**src/rtl/rdp_pkg.sv**
```systemverilog
package rdp_pkg;
  typedef struct packed {
    logic load;   // capture storage data into the output register(s)
    logic pair;   // capture both words (double rate)
    logic echo;   // a word was consumed by the reader
  } rdStrobe_t;
endpackage

```
**src/rtl/rdp_ctrl.sv**
```systemverilog
module rdp_ctrl
  import rdp_pkg::*;
#(
  parameter int ADDR_W = 4,
  parameter int AE_OFS = 2,
  parameter int AF_OFS = 2
) (
  input  logic              rdClk,
  input  logic              mrstN,
  input  logic              renN,
  input  logic              rcsN,
  input  logic              fwftSel,
  input  logic              sdrSel,
  input  logic [ADDR_W:0]   wrPtrGray,
  output rdStrobe_t         strb,
  output logic [ADDR_W-1:0] memAddr,
  output logic              csOff,
  output logic              ddrMode,
  output logic              live,
  output logic              statusE,
  output logic              statusF,
  output logic              almostEmpty,
  output logic              almostFull
);
  localparam int PTR_W = ADDR_W + 1;
  localparam int DEPTH = 1 << ADDR_W;
  localparam logic [PTR_W-1:0] FULL_C = PTR_W'(DEPTH);
  localparam logic [PTR_W-1:0] AE_C   = PTR_W'(AE_OFS);
  localparam logic [PTR_W-1:0] AF_C   = PTR_W'(DEPTH - AF_OFS);
  localparam logic [PTR_W-1:0] ONE_C  = PTR_W'(1);
  localparam logic [PTR_W-1:0] TWO_C  = PTR_W'(2);

  logic [PTR_W-1:0] wrSync1, wrSync2, wrBin, rdPtr, fill;
  logic fwftMode, outValid, reqRead, take, delivered, haveWord, havePair, isFull;

  // Gray to binary: each bit is the parity of itself and all higher bits
  always_comb begin
    for (int i = 0; i < PTR_W; i++) wrBin[i] = ^(wrSync2 >> i);
  end

  assign fill     = wrBin - rdPtr;
  assign haveWord = (fill != '0);
  assign havePair = (fill >= TWO_C);
  assign isFull   = (fill == FULL_C);
  assign reqRead  = !renN && !csOff;

  always_comb begin
    take      = 1'b0;
    delivered = 1'b0;
    if (fwftMode) begin
      take      = haveWord && (!outValid || reqRead);
      delivered = reqRead && outValid;
    end else if (ddrMode) begin
      take      = reqRead && havePair;
      delivered = take;
    end else begin
      take      = reqRead && haveWord;
      delivered = take;
    end
  end

  assign strb.load = take;
  assign strb.pair = ddrMode;
  assign strb.echo = delivered;

  always_ff @(posedge rdClk) begin
    if (!mrstN) begin
      wrSync1  <= '0;
      wrSync2  <= '0;
      rdPtr    <= '0;
      csOff    <= 1'b1;
      outValid <= 1'b0;
      live     <= 1'b0;
      fwftMode <= fwftSel && sdrSel;
      ddrMode  <= !sdrSel;
    end else begin
      wrSync1 <= wrPtrGray;
      wrSync2 <= wrSync1;
      csOff   <= rcsN;
      live    <= 1'b1;
      if (take) rdPtr <= rdPtr + (ddrMode ? TWO_C : ONE_C);
      if (fwftMode) begin
        if (take)         outValid <= 1'b1;
        else if (reqRead) outValid <= 1'b0;
      end
    end
  end

  assign memAddr     = rdPtr[ADDR_W-1:0];
  assign statusE     = fwftMode ? outValid : (ddrMode ? !havePair : !haveWord);
  assign statusF     = fwftMode ? !isFull : isFull;
  assign almostEmpty = (fill <= AE_C);
  assign almostFull  = (fill >= AF_C);

  p_cs_blocks_r6: assert property (@(posedge rdClk) disable iff (!mrstN)
    (!fwftMode && csOff) |=> $stable(rdPtr));

  p_no_underrun_r10: assert property (@(posedge rdClk) disable iff (!mrstN)
    (rdPtr != $past(rdPtr)) |-> ($past(fill) != '0));

  p_pair_step_r5: assert property (@(posedge rdClk) disable iff (!mrstN)
    (ddrMode && (rdPtr != $past(rdPtr))) |-> (PTR_W'(rdPtr - $past(rdPtr)) == TWO_C));

  p_ddr_std_r3: assert property (@(posedge rdClk) disable iff (!mrstN)
    ddrMode |-> !fwftMode);

  p_ready_hold_r2: assert property (@(posedge rdClk) disable iff (!mrstN)
    (fwftMode && outValid && renN) |=> outValid);
endmodule

```
**src/rtl/rdp_datapath.sv**
```systemverilog
module rdp_datapath
  import rdp_pkg::*;
#(
  parameter int DATA_W = 8
) (
  input  logic              rdClk,
  input  logic              mrstN,
  input  rdStrobe_t         strb,
  input  logic              ddrMode,
  input  logic              csOff,
  input  logic              oeN,
  input  logic              live,
  input  logic [DATA_W-1:0] memLo,
  input  logic [DATA_W-1:0] memHi,
  output logic [DATA_W-1:0] qOut,
  output logic              qDrive,
  output logic              echoRen,
  output logic              echoClk
);
  logic [DATA_W-1:0] qLo, qHi;

  always_ff @(posedge rdClk) begin
    if (!mrstN) begin
      qLo     <= '0;
      qHi     <= '0;
      echoRen <= 1'b0;
    end else begin
      echoRen <= strb.echo;
      if (strb.load) begin
        qLo <= memLo;
        if (strb.pair) qHi <= memHi;
      end
    end
  end

  // double rate: first word in the high half, second in the low half
  assign qOut    = (ddrMode && !rdClk) ? qHi : qLo;
  assign qDrive  = !oeN && !csOff;
  assign echoClk = rdClk && live;

  p_hold_r1: assert property (@(posedge rdClk) disable iff (!mrstN)
    !strb.load |=> $stable(qLo));
endmodule

```
**src/rtl/rdp_read_port.sv**
```systemverilog
module rdp_read_port
  import rdp_pkg::*;
#(
  parameter int DATA_W = 8,
  parameter int ADDR_W = 4,
  parameter int AE_OFS = 2,
  parameter int AF_OFS = 2
) (
  input  logic              rdClk,
  input  logic              mrstN,
  input  logic              renN,
  input  logic              rcsN,
  input  logic              oeN,
  input  logic              fwftSel,
  input  logic              sdrSel,
  input  logic [ADDR_W:0]   wrPtrGray,
  input  logic [DATA_W-1:0] memLo,
  input  logic [DATA_W-1:0] memHi,
  output logic [ADDR_W-1:0] memAddr,
  output logic [DATA_W-1:0] qOut,
  output logic              qDrive,
  output logic              statusE,
  output logic              statusF,
  output logic              almostEmpty,
  output logic              almostFull,
  output logic              echoRen,
  output logic              echoClk
);
  rdStrobe_t strb;
  logic csOff, ddrMode, live;

  rdp_ctrl #(.ADDR_W(ADDR_W), .AE_OFS(AE_OFS), .AF_OFS(AF_OFS)) uCtrl (
    .rdClk(rdClk), .mrstN(mrstN), .renN(renN), .rcsN(rcsN),
    .fwftSel(fwftSel), .sdrSel(sdrSel), .wrPtrGray(wrPtrGray),
    .strb(strb), .memAddr(memAddr), .csOff(csOff), .ddrMode(ddrMode),
    .live(live), .statusE(statusE), .statusF(statusF),
    .almostEmpty(almostEmpty), .almostFull(almostFull)
  );

  rdp_datapath #(.DATA_W(DATA_W)) uData (
    .rdClk(rdClk), .mrstN(mrstN), .strb(strb), .ddrMode(ddrMode),
    .csOff(csOff), .oeN(oeN), .live(live), .memLo(memLo), .memHi(memHi),
    .qOut(qOut), .qDrive(qDrive), .echoRen(echoRen), .echoClk(echoClk)
  );
endmodule

```
**config.mk**
```make
export PLATFORM = sky130hd
export DESIGN_NAME = rdp_read_port
export DESIGN_NICKNAME = d
export VERILOG_FILES = /design/src/rtl/rdp_pkg.sv /design/src/rtl/rdp_ctrl.sv /design/src/rtl/rdp_datapath.sv /design/src/rtl/rdp_read_port.sv
export SDC_FILE = /design/constraint.sdc
export NUM_CORES = 1
export LEC_CHECK = 0
export BUFFER_PORTS_ARGS = -buffer_cell sky130_fd_sc_hd__buf_2
export CAP_MARGIN = 30
export CORE_ASPECT_RATIO = 1.1
export CORE_MARGIN = 4
export CORE_UTILIZATION = 37
export DETAILED_ROUTE_END_ITERATION = 10
export PLACE_DENSITY = 0.65
export SYNTH_ARGS = -nofsm -noshare
export SYNTH_HDL_FRONTEND = slang
export SYNTH_HIERARCHICAL = 1
export SYNTH_SLANG_ARGS = --single-unit
```
**constraint.sdc**
```tcl
create_clock -name rdClk -period 4.4 [get_ports rdClk]
set_input_delay 0.44 -clock rdClk [delete_from_list [all_inputs] [get_ports rdClk]]
set_output_delay 0.44 -clock rdClk [all_outputs]
set_load 0.01 [all_outputs]
```
Word-level counts from Yosys, hierarchy flattened. Index checks and enable logic that the tools add are counted. Widths: inputs -> output; s select.

Div/mod/pow operators: 0. Bitwise logic cells: 0. Order comparisons: 3. Shifts and indexed selects: 0. Add/sub/neg operators: 2. Muxes and demuxes: 11. Equality and inequality tests: 1. Reductions and logical operators: 28. Multiply operators: 0.

Operators with widths (number): $reduce_xor 5->1 (5); $logic_and 1x1->1 (9); $logic_not 1->1 (9); $mux 1 (9); $mux 8 (1); $add 5x5->5 (1); $eq 5x5->1 const B (1); $ge 5x2->1 const B (1); $ge 5x4->1 const B (1); $le 5x2->1 const B (1); $reduce_bool 5->1 (1); $sub 5x5->5 (1); $reduce_and 2->1 (2); $mux 2 (1); $reduce_bool 2->1 (1); $logic_or 1x1->1 (1).

Bits in read-only memories: 0. Bits of input ports: 28. Output and inout bits: 19. Memories kept: 0. Bits in writable memories: 0. Register bits: 37. Word-level logic and storage cells: 56. Bits in latches: 0.

Depth between registers and ports, before layout.
Word-level depth: 8. Mapped depth: 15. Depth with buffers taken out: 12.

Hierarchy. Netlist, hierarchy kept.

Modules (own cells, without submodules): rdp_ctrl (cells each 124, times used 1, sequential area each 420.4 µm², area an instance 1136.1 µm²); rdp_datapath (cells each 78, times used 1, sequential area each 340.3 µm², area an instance 847.1 µm²).

==> results.yml <==
timing:
  slew_violations: 0
  slew_headroom: 0.558
  rsz0062_at_grt: "no"
  worst_pin_slew_ns: 0.664
  setup_viol: 0
  setup_tns_ns: 0
  fin_skew_ns: 0.00801
  hold_violations: 0
critical_path:
  critPathCaptureType: "primary output"
  crit_fanout: 4
  reg2reg_slack_ns: 0.65
  arrival_ns: 3.69
  cp-startpoint: "rdClk"
  rr_endpoint: "uData/qLo[5]"
  critPathKind: "clk2out"
  reg2reg_from: "uCtrl/wrSync2[4]"
  required_ns: 3.96
  reg2reg_depth: 13
  critPathLaunchType: "clock port"
worst_hold_path:
  hold_path_class: "in2reg"
  hp-start: "rcsN"
  min_to: "uCtrl/csOff"
  whs_path_depth: 2
global_routing:
  overflow: 0
  grt_pass1_vias: 1524
  grtUsageTotal: 0.128
  grt_pass1_wl_um: 6330
  grt_max_degree: 45
  grt_antenna_before_repair: 0
die:
  die_h_um: 84.8
  die_w_um: 77.8
  core_mm2: 0.00510
  ioPinCount: 47
  num_rows: 27
  dieArea_mm2: 0.00660
  start_util: 0.389
route:
  dr.pass1.iters: 4
  wl_um: 3810
  drt_iter0_drc: 58
  dr_wl_met3_um: 300
  antenna_left: 0
  via_count: 1482
  via_per_inst: 4.59
  drc_errors: 0
  dr_wl_met2_um: 1740
  top_layer: "met4"
  routedWlPerCell_um: 11.8
  met1_length_um: 1690
power:
  p_switching_mw: 0.371
  vdd_drop_max_mv: 0.286
  combPwrFrac: 0.217
  power_frac_seq: 0.329
  p_int_mw: 0.813
  clkPwrFrac: 0.454
  p_leak_nw: 1.11
  power.density_mw_per_mm2: 493
  sw_frac_of_total: 0.313
synth:
  syn_nets: 238
  netlist_area_mm2: 0.00198
  avgSynthCellArea_um2: 9.82
  yosys_register_bits: 37
  synth_top_cells_by_area: "dfxtp_1, mux2_4, mux2i_1"
  syn-instance-count: 202
  synth_top_cell_by_area: "dfxtp_1"
  synth.top_cell.area_share: 0.353
  ys_types: 41
  yosysWarnings: 6
  ys_seq_area_frac: 0.384
cells_and_area:
  register_area_um2: 761
  antennaDiodeCount: 0
  utilization: 0.470
  multi_input_area_mm2: 0.00103
  nNetsFinal: 285
  area_delta_synth_final_pct: 21.0
  fillers: 503
  final_cell_mix: "buf_2, dfxtp_1, nand2_1"
  layout_commonest_cell: "buf_2"
  drive_gt1_frac: 0.343
clocking:
  post_cts_buffers: 0
  cts_tree: "done"
  hold_buffers: 0
  cts_resized: 0
  clk_pin_slew_ns: 0.07
  clk_latency_ns: 0.39
placed_design:
  io_buffers: 46
  gp_congestion: 0.747
  dpl.hpwl_um: 2750
run:
  cap_violations: 0
status:
  status: "completed"
[Yosys cell counts]
library cell / n
o211ai_1: 1
mux2_4: 8
nor2_1: 10
buf_8: 1
xnor2_1: 4
o41ai_1: 1
nand4_1: 9
or3_1: 1
nor4b_4: 1
xor2_1: 4
clkbuf_1: 2
mux2_2: 1
a211oi_1: 1
nor3_1: 1
a22oi_1: 1
inv_1: 15
o41a_1: 1
o31ai_1: 1
xor2_2: 1
and2_4: 1
buf_6: 4
xnor2_2: 1
a21oi_2: 1
o21bai_1: 1
mux2i_1: 10
and2_1: 13
buf_2: 3
nor2b_1: 11
ha_1: 6
nand3_1: 2
edfxtp_1: 2
buf_4: 7
o311a_1: 1
a21oi_1: 5
fa_1: 2
a21o_1: 1
dfxtp_1: 35
o21ai_2: 8
nand2_1: 16
nand2b_1: 4
o21ai_0: 4
[kinds of logic after synthesis]
family	Yosys count	synth area share
mux	19	0.117
simple gates	69	0.193
buf+inv	32	0.0965
flops	37	0.384
xor+xnor	10	0.0517
compound gates	27	0.100
fa+ha+maj	8	0.0580
[per-stage QoR]
step	instances	total power [mW]	cell area [µm²]	hold WS [ns]	worst slack, ns
after CTS	323	1.21	2400	0.224	0.227
after floorplan	202	0.696	1980	0.412	0.937
after global placement	304	0.740	2180	0.415	0.683
final	323	1.18	2400	0.234	0.271
after global routing	323	1.27	2400	0.215	0.0210
after detailed placement	304	0.745	2180	0.421	0.603
[layout make-up]
type,count,share of cell area
Clock inverter,2,0.00417
Inverter,15,0.0235
Timing Repair Buffer,38,0.0803
Tap cell,72,0.0375
Multi-Input combinational cell,133,0.430
Clock buffer,26,0.108
Sequential cell,37,0.317
[state kept, by name, indices dropped and copies added, names as in the netlist]
name and flops:
uCtrl/wrSync2 5, uData/qLo 8, uCtrl/ddrMode 1, uCtrl/outValid 1
uCtrl/rdPtr 5, uCtrl/csOff 1, uData/echoRen 1, uCtrl/fwftMode 1
uCtrl/live 1, uData/qHi 8, uCtrl/wrSync1 5
[power by group through the flow]
stage                     registers [mW]  clock network [mW]  logic [mW]
after floorplan                    0.389              0.0849       0.222
after global placement             0.396              0.0896       0.255
after detailed placement           0.397              0.0896       0.259
after CTS                          0.389               0.562       0.260
after global routing               0.393               0.586       0.289
final                              0.389               0.537       0.257
[per-layer routing]
metal	GRT usage	vias to the layer above
met3	0.0762	11
met5	0	-
met1	0.138	658
met4	0.150	0
met2	0.154	52
li1	-	761
[worst max path at each step]
stage	to	cells past startpoint	slack, ns
6_report	qOut[7]	10	0.27
5_1_grt	statusE	12	0.02
4_1_cts	qOut[7]	10	0.23
3_5_place_dp	uData/qLo[4]	13	0.60
3_3_place_gp	qOut[0]	3	0.68
2_1_floorplan	uData/qHi[0]	15	0.94
[worst max-delay path, stage by stage]
cell	delay, ns
clkbuf_8	0.11
clkbuf_8	0.12
clkbuf_8	0.12
clkbuf_8	0.13
clkbuf_8	0.12
nor2b_1	0.14
clkbuf_8	0.16
clkbuf_8	0.14
mux2_4	0.30
buf_2	0.14
Power figures use the tool's default switching activity.
